[config.mk]
export PLATFORM = sky130hd
export DESIGN_NAME = bay_presence_classifier
export DESIGN_NICKNAME = d
export VERILOG_FILES = /design/src/rtl/bay_presence_pkg.sv /design/src/rtl/bay_sync.sv /design/src/rtl/bay_settle_timer.sv /design/src/rtl/bay_classify_fsm.sv /design/src/rtl/bay_presence_classifier.sv
export SDC_FILE = /design/constraint.sdc
export NUM_CORES = 1
export LEC_CHECK = 0
export BUFFER_PORTS_ARGS = -buffer_cell sky130_fd_sc_hd__clkbuf_2
export CELL_PAD_IN_SITES_DETAIL_PLACEMENT = 2
export CELL_PAD_IN_SITES_GLOBAL_PLACEMENT = 2
export CORE_UTILIZATION = 33
export CTS_CLUSTER_SIZE = 12
export DETAILED_ROUTE_END_ITERATION = 10
export PLACE_DENSITY = 0.77
export RECOVER_POWER = 50
export SLEW_MARGIN = 30
export SYNTH_ARGS = -nofsm -noshare
export SYNTH_HDL_FRONTEND = slang
export SYNTH_SLANG_ARGS = --single-unit
[constraint.sdc]
create_clock -name clk_i -period 0.8 [get_ports clk_i]
set_input_delay 0.12 -clock clk_i [delete_from_list [all_inputs] [get_ports clk_i]]
set_output_delay 0.12 -clock clk_i [all_outputs]
set_load 0.02 [all_outputs]
[src/rtl/bay_presence_pkg.sv]
package bay_presence_pkg;
  // Status encoding is visible on bay_state_o.
  typedef enum logic [1:0] {
    BAY_EMPTY    = 2'b00,
    BAY_SETTLING = 2'b01,
    BAY_NVME     = 2'b10,
    BAY_SAS      = 2'b11
  } bay_state_e;
endpackage

[src/rtl/bay_sync.sv]
// Two-flop synchronizer, one chain per bit, with a per-bit reset value.
module bay_sync #(
  parameter int          WIDTH   = 2,
  parameter logic [WIDTH-1:0] RST_VAL = '1
) (
  input  logic             clk_i,
  input  logic             rst_ni,
  input  logic [WIDTH-1:0] d_i,
  output logic [WIDTH-1:0] q_o
);
  for (genvar b = 0; b < WIDTH; b++) begin : g_bit
    logic meta_q, sync_q;
    always_ff @(posedge clk_i or negedge rst_ni) begin
      if (!rst_ni) begin
        meta_q <= RST_VAL[b];
        sync_q <= RST_VAL[b];
      end else begin
        meta_q <= d_i[b];
        sync_q <= meta_q;
      end
    end
    assign q_o[b] = sync_q;
  end
endmodule

[src/rtl/bay_settle_timer.sv]
// Counts enable pulses while run_i is high; done_o flags the final pulse.
module bay_settle_timer #(
  parameter int SETTLE_MS = 500
) (
  input  logic clk_i,
  input  logic rst_ni,
  input  logic run_i,
  input  logic tick_i,
  output logic done_o
);
  localparam int CW = (SETTLE_MS > 1) ? $clog2(SETTLE_MS) : 1;
  localparam logic [CW-1:0] LAST = CW'(SETTLE_MS - 1);

  logic [CW-1:0] cnt_q, cnt_d;

  always_comb begin
    cnt_d = cnt_q;
    if (!run_i) begin
      cnt_d = '0;
    end else if (tick_i) begin
      cnt_d = (cnt_q == LAST) ? '0 : cnt_q + 1'b1;
    end
  end

  always_ff @(posedge clk_i or negedge rst_ni) begin
    if (!rst_ni) cnt_q <= '0;
    else         cnt_q <= cnt_d;
  end

  assign done_o = run_i && tick_i && (cnt_q == LAST);
endmodule

[src/rtl/bay_classify_fsm.sv]
// Presence state machine: empty, settling, then a held decision.
module bay_classify_fsm
  import bay_presence_pkg::*;
(
  input  logic       clk_i,
  input  logic       rst_ni,
  input  logic       ifdet_n_i,
  input  logic       prsnt_n_i,
  input  logic       expire_i,
  output logic       settling_o,
  output bay_state_e state_o
);
  bay_state_e state_q, state_d;

  always_comb begin
    state_d = state_q;
    if (ifdet_n_i) begin
      state_d = BAY_EMPTY;
    end else begin
      unique case (state_q)
        BAY_EMPTY:    state_d = BAY_SETTLING;
        BAY_SETTLING: if (expire_i) state_d = prsnt_n_i ? BAY_NVME : BAY_SAS;
        BAY_NVME:     state_d = BAY_NVME;
        BAY_SAS:      state_d = BAY_SAS;
        default:      state_d = BAY_EMPTY;
      endcase
    end
  end

  always_ff @(posedge clk_i or negedge rst_ni) begin
    if (!rst_ni) state_q <= BAY_EMPTY;
    else         state_q <= state_d;
  end

  assign settling_o = (state_q == BAY_SETTLING);
  assign state_o    = state_q;
endmodule

[src/rtl/bay_presence_classifier.sv]
// Top: reset release, pin synchronizers, settle timer, classifier.
module bay_presence_classifier
  import bay_presence_pkg::*;
#(
  parameter int SETTLE_MS = 500
) (
  input  logic       clk_i,
  input  logic       rst_ni,
  input  logic       tick_ms_i,
  input  logic       ifdet_ni,
  input  logic       prsnt_ni,
  output logic       dsp_prsnt_no,
  output logic [1:0] bay_state_o
);
  logic       rst_meta_q, rst_sync_n;
  logic [1:0] pins_sync;
  logic       ifdet_sync, prsnt_sync;
  logic       settling, expire;
  bay_state_e state;

  // Asynchronous assert, synchronous release.
  always_ff @(posedge clk_i or negedge rst_ni) begin
    if (!rst_ni) begin
      rst_meta_q <= 1'b0;
      rst_sync_n <= 1'b0;
    end else begin
      rst_meta_q <= 1'b1;
      rst_sync_n <= rst_meta_q;
    end
  end

  bay_sync #(.WIDTH(2), .RST_VAL(2'b11)) u_sync (
    .clk_i  (clk_i),
    .rst_ni (rst_sync_n),
    .d_i    ({prsnt_ni, ifdet_ni}),
    .q_o    (pins_sync)
  );
  assign ifdet_sync = pins_sync[0];
  assign prsnt_sync = pins_sync[1];

  bay_settle_timer #(.SETTLE_MS(SETTLE_MS)) u_timer (
    .clk_i  (clk_i),
    .rst_ni (rst_sync_n),
    .run_i  (settling),
    .tick_i (tick_ms_i),
    .done_o (expire)
  );

  bay_classify_fsm u_fsm (
    .clk_i      (clk_i),
    .rst_ni     (rst_sync_n),
    .ifdet_n_i  (ifdet_sync),
    .prsnt_n_i  (prsnt_sync),
    .expire_i   (expire),
    .settling_o (settling),
    .state_o    (state)
  );

  assign bay_state_o  = state;
  assign dsp_prsnt_no = (state != BAY_NVME);
endmodule

==> results of run 1 <==
[cells in the mapped netlist]
master    number  area (µm²)
dfstp_2        4         105
mux2i_1        2        20.0
mux2_2         1        11.3
ha_1           1        12.5
buf_6          2        22.5
xnor2_1        1        8.76
a211oi_4       1        20.0
and3_1         1        6.26
nand2b_1       4        25.0
conb_1         1        3.75
nand4_1        2        12.5
o21ai_0        1        5.00
a31oi_1        4        25.0
nand3_1        6        30.0
xor2_1         1        8.76
nor4bb_4       1        25.0
a41oi_1        1        8.76
nor2_1         4        15.0
a21oi_1        6        30.0
o21ai_1        1        5.00
dfrtp_1       13         325
a22o_1         2        17.5
and4_1         2        17.5
nor3_1         1        5.00
inv_1          2        7.51
o21ba_1        1        10.0
nand2_1        2        7.51
[state kept, by name, indices dropped and copies added (netlist names)]
register and count:
rst_meta_q 1, u_fsm.state_o 2, u_sync.g_bit.sync_q 2, u_timer.cnt_q 9
u_sync.g_bit.meta_q 2, rst_sync_n 1
[worst reg2reg max path, cell delays in order (launching register included)]
cell and delay, ns:
dfrtp_2 0.44, ha_4 0.17, and4_4 0.15, a211oi_4 0.26, buf_6 0.18, nand4_1 0.09, mux2i_1 0.17
[where the power goes]
group | switching (W) | internal (W) | leakage [nW]
Sequential | 0.0000414 | 0.000916 | 0.211
Clock | 0.000319 | 0.000191 | 0.0139
Combinational | 0.000173 | 0.000153 | 0.303
Total | 0.000534 | 0.00126 | 0.528
[kinds of logic (layout without fill, tap and decap cells)]
family	count (synthesis)	in the layout	synth area share (%)
adder cells (fa/ha/maj)	1	1	1.58
XOR/XNOR	2	2	2.22
AND/OR/NAND/NOR	23	23	18.2
AO/OA/AOI/OAI	17	17	15.3
buffers and inverters	4	42	3.80
other	1	1	0.474
flip-flops	17	17	54.4
multiplexers	3	3	3.96
[worst paths after layout]
path,start,end,slack (ns),cells past startpoint
min in group clk_i,tick_ms_i,u_timer.cnt_q[1],0.26,4
worst min-delay path,rst_ni,rst_meta_q,0.12,2
worst max register to register,u_timer.cnt_q[1],u_timer.cnt_q[3],-0.73,6
max in group asynchronous,rst_sync_n,u_sync.g_bit[0].meta_q,0.20,1
worst min register to register,rst_sync_n,u_fsm.state_o[0],0.27,1
worst max-delay path,u_timer.cnt_q[1],u_timer.cnt_q[3],-0.73,6
[cell type report]
cell class / instances / area [µm²]
fill: 231 / 1050
clock buffer: 3 / 22.5
timing repair buffer: 36 / 302
multi-input combinational: 47 / 370
clock inverter: 1 / 7.51
inverter: 2 / 7.51
tap: 28 / 35.0
sequential: 17 / 434
[through the flow]
step	setup TNS [ns]	total power [W]	util, %	worst slack (ns)	hold WS, ns
floorplan	-6.01	0.00114	-	-0.651	-0.176
global placement	-6.27	0.00122	45.9	-0.680	-0.0954
detailed placement	-6.72	0.00124	45.9	-0.740	-0.0913
CTS	-7.73	0.00179	52.5	-0.695	0.105
global route	-8.84	0.00187	52.8	-0.790	0.103
finish	-8.02	0.00179	52.8	-0.726	0.116
[metal layers]
layer | track usage (%) | vias to the layer above | share of wire, %
li1 | - | 322 | -
met1 | 33.7 | 381 | 45
met3 | 5.06 | 7 | 2.0
met4 | 11.6 | 0 | 2.5
met5 | 0 | - | 0
met2 | 41.7 | 10 | 50
[timing repair]
action                                 4_1_cts  5_1_grt
setup endpoints to repair                   14       14
gates cloned                                 1        0
buffers inserted                             4        1
pin swaps                                    8        1
resized for setup                           13        5
hold buffers                                 3        0
endpoints found under the hold margin        4        0
==> metrics, run 1 <==
number of global-route vias before repair=a little under 800; arrival time at the worst endpoint=between 1.5 and 2 ns; WL final=around 2800 µm; final setup skew=0.00389 ns; Synth Area per Inst=roughly 12 µm²; drt first pass iters=4; fmax=around 0.66 GHz; DR vias=720; first-pass GRT wire length=between 4000 and 5000 µm; Detailed Route Iter0 Violations=14; dpl cells=around 120; Longest Clk Path Bufs=2; Power per Cell Area=1520 mW/mm²; max-cap violations=0; largest net degree at the start of global routing=16; fin. max-slew vios=0; CTS Buf Count=3; syn nets=between 70 and 80; RSZ-0062 raised after global routing=yes; Cell Count, Final, Fillers Out=roughly 130; clock sink count=17; final setup fails=14; Initial Utilization=a little over a third; P_leak=around 0.53 nW; drt drc=0; Die X=a little over 50 µm; commonest non-fill, non-tap cell in the layout=buf_4; Placed Instance Area=approximately 0.001 mm²; Cell variety after synth=27; status=finished, violations left; nature of the critical path endpoint=register; cell family contributing the most delay on the critical path=flip-flops; sequential share of the synthesized area=between 50 and 60%; via/cell ratio=5.37; Synth Instances=68; Die Height=just over 50 µm; clock slew at reported path FFs=around 0.11 ns; nets=113; startpoint types=register; initial antenna violation count=0; failing checks=negative setup slack; VDD IR max=about 1.4 mV; IO buf count=7; worst hold path class=in2async; Req. time, crit path=a little over 1 ns; Worst path max stage delay=around 0.44 ns; synth warn=0; global router's overall resource usage=a little over a quarter; Top Ports=8; ratio of cells with drive above 1 in the final layout=approximately half; final setup margin=-0.726 ns; #FFs+latches synth=17; Final Hold Fails=0; htree depth=1; Cell Rows=17; CP Cell Sequence=ha_4 > and4_4 > a211oi_4 > buf_6 > nand4_1 > mux2i_1; Setup Crit Path Kind=reg2reg; P&R area growth vs syn=49.1%; Total Die Area=approximately 0.0026 mm²; Syn Std Cell Area=791 µm²; DR WL/cell=between 20 and 25 µm; Remaining Overflow, GRT=0; TritonCTS clock tree=yes; Final min period=1.53 ns; antenna cell count=0; Buf/Inv on CP=1; commonest non-fill, non-tap cells in the layout=21 x buf_4, 10 x dfrtp_1, 6 x nand3_1, 5 x a21oi_1; Core Area=between 0.002 and 0.0025 mm²; Routability Congestion=roughly 0.8; Detail Route Antenna Nets=0; Max FO, Critical Path=6; Post-DP HPWL=approximately 1600 µm; post-route cell area=0.00118 mm²; period utilization=191%; worst skew pair latency=around 0.31 ns; slowest cell on the critical path=dfrtp_2; Root Buffer=clkbuf_4
Power figures use the tool's default switching activity.
==> run 2, diff against run 1 <==
--- a/config.mk
+++ b/config.mk
@@ -8,6 +8,7 @@
 export BUFFER_PORTS_ARGS = -buffer_cell sky130_fd_sc_hd__clkbuf_2
 export CELL_PAD_IN_SITES_DETAIL_PLACEMENT = 2
 export CELL_PAD_IN_SITES_GLOBAL_PLACEMENT = 2
+export CORE_MARGIN = 5
 export CORE_UTILIZATION = 33
 export CTS_CLUSTER_SIZE = 12
 export DETAILED_ROUTE_END_ITERATION = 10
==> metrics, run 2 (synthesized netlist as in run 1, its figures left out) <==
status=finished, violations left; failing checks=negative setup slack; DR WL/cell=18.6 µm; Detailed Route Iter0 Violations=20; P_leak=0.518 nW; slowest cell on the critical path=dfrtp_2; Worst path max stage delay=0.44 ns; htree depth=1; first-pass GRT wire length=approximately 4200 µm; Post-DP HPWL=between 1500 and 2000 µm; period utilization=192%; Req. time, crit path=0.99 ns; CP Cell Sequence=ha_4 > and4_4 > a211oi_4 > buf_12 > nand2b_1 > a31oi_1; Remaining Overflow, GRT=0; startpoint types=register; fmax=~0.65 GHz; Root Buffer=clkbuf_4; internal power=about 0.0012 W; VDD IR max=between 0.9 and 1 mV; switching part of the total=about 28%; clock slew at reported path FFs=~0.10 ns; number of flip-flops in the largest register=9; nature of the critical path endpoint=register; global router's overall resource usage=16.7%; Max FO, Critical Path=13; clock sink count=17; ratio of cells with drive above 1 in the final layout=roughly 47%; largest net degree at the start of global routing=16; Routability Congestion=0.760; antenna cell count=0; storage element area=434 µm²; RSZ-0062 raised after global routing=yes; Longest Clk Path Bufs=2; dpl cells=roughly 120; arrival time at the worst endpoint=roughly 1.7 ns; Die Height=between 50 and 60 µm; sequential share of power=55.9%; final setup fails=14; initial antenna violation count=0; final setup skew=around 0.0074 ns; Comb pwr share=between 10% and 20%; Initial Utilization=approximately a third; number of global-route vias before repair=about 840; Die X=slightly below 60 µm; via/cell ratio=slightly above 5; commonest non-fill, non-tap cell in the layout=buf_4; worst hold path class=in2async; fin. max-slew vios=0; TritonCTS clock tree=yes; final setup margin=-0.733 ns; Cell Count, Final, Fillers Out=131; WL final=~2400 µm; Final Hold Fails=0; Setup Crit Path Kind=reg2reg; multi-input logic area=~370 µm²; switching pwr=0.000474 W; nets=110; Cell Rows=17; commonest non-fill, non-tap cells in the layout=19 x buf_4, 10 x dfrtp_1, 6 x nand3_1, 5 x a21oi_1; setup_tns=-7.89 ns; max-cap violations=0; CTS Buf Count=3; pre-CTS WS=-0.720 ns; drt drc=0; Total Die Area=0.00348 mm²; Core Area=about 0.0023 mm²; worst skew pair latency=~0.29 ns; drt first pass iters=4; DR vias=674; Detail Route Antenna Nets=0; Fill cells=220; P&R area growth vs syn=46.2%; Biggest register=u_timer.cnt_q; Top Ports=8; IO buf count=7; Final min period=between 1.5 and 2 ns; clock power share=26.1%; Power per Cell Area=1490 mW/mm²
-- run 2: cell type report --
| type | count | share of cell area, % |
|---|---|---|
| Clock buffer | 3 | 1.95 |
| Clock inverter | 1 | 0.433 |
| Inverter | 2 | 0.649 |
| Multi-Input combinational cell | 47 | 31.8 |
| Sequential cell | 17 | 37.6 |
| Tap cell | 28 | 3.03 |
| Timing Repair Buffer | 33 | 24.6 |
-- run 2: metrics by stage --
step	util (%)	power, W	hold WS [ns]	cell area [µm²]
floorplan	-	0.00114	-0.176	821
global placement	46.1	0.00122	-0.0948	1040
detailed placement	46.1	0.00125	-0.0922	1040
CTS	51.1	0.00174	0.128	1150
global route	51.3	0.00184	0.126	1160
finish	51.3	0.00172	0.141	1160
-- run 2: power groups by stage --
stage / sequential (W) / combinational (W) / clock [W]
2_1_floorplan: 0.000976 / 0.000168 / 0
3_3_place_gp: 0.000964 / 0.000254 / 0
3_5_place_dp: 0.000972 / 0.000278 / 0
4_1_cts: 0.000956 / 0.000304 / 0.000478
5_1_grt: 0.000965 / 0.000339 / 0.000537
6_report: 0.000961 / 0.000310 / 0.000448
-- run 2: critical path, delay by kind of cell (launching register included) --
kind                     cells  cell delay, ns
flip-flops                   1            0.44
buffers and inverters        1            0.17
adder cells (fa/ha/maj)      1            0.17
AO/OA/AOI/OAI                2            0.46
AND/OR/NAND/NOR              2            0.21
-- run 2: layer usage --
metal  up-vias  GRT usage (%)  share of wire, %
li1        321              -                 -
met1       346           17.7                40
met2         5           31.9                56
met4         0           6.80              0.86
met5         -              0                 0
met3         2           3.07               2.7
-- run 2: worst paths after layout --
path,from,slack [ns],depth (start not counted),endpoint
max,u_timer.cnt_q[1],-0.73,6,u_timer.cnt_q[2]
min,rst_ni,0.14,2,rst_meta_q
max reg2reg,u_timer.cnt_q[1],-0.73,6,u_timer.cnt_q[2]
min reg2reg,rst_sync_n,0.26,1,u_fsm.state_o[0]
max in group asynchronous,rst_sync_n,0.22,1,u_sync.g_bit[0].meta_q
min in group clk_i,tick_ms_i,0.25,4,u_timer.cnt_q[1]
-- run 2: repair_timing --
action | CTS | global route
hold buffers | 3 | 0
hold endpoints to repair | 4 | 0
setup endpoints to repair | 14 | 14
buffers inserted | 3 | 2
resized for setup | 10 | 5
pin swaps | 0 | 3
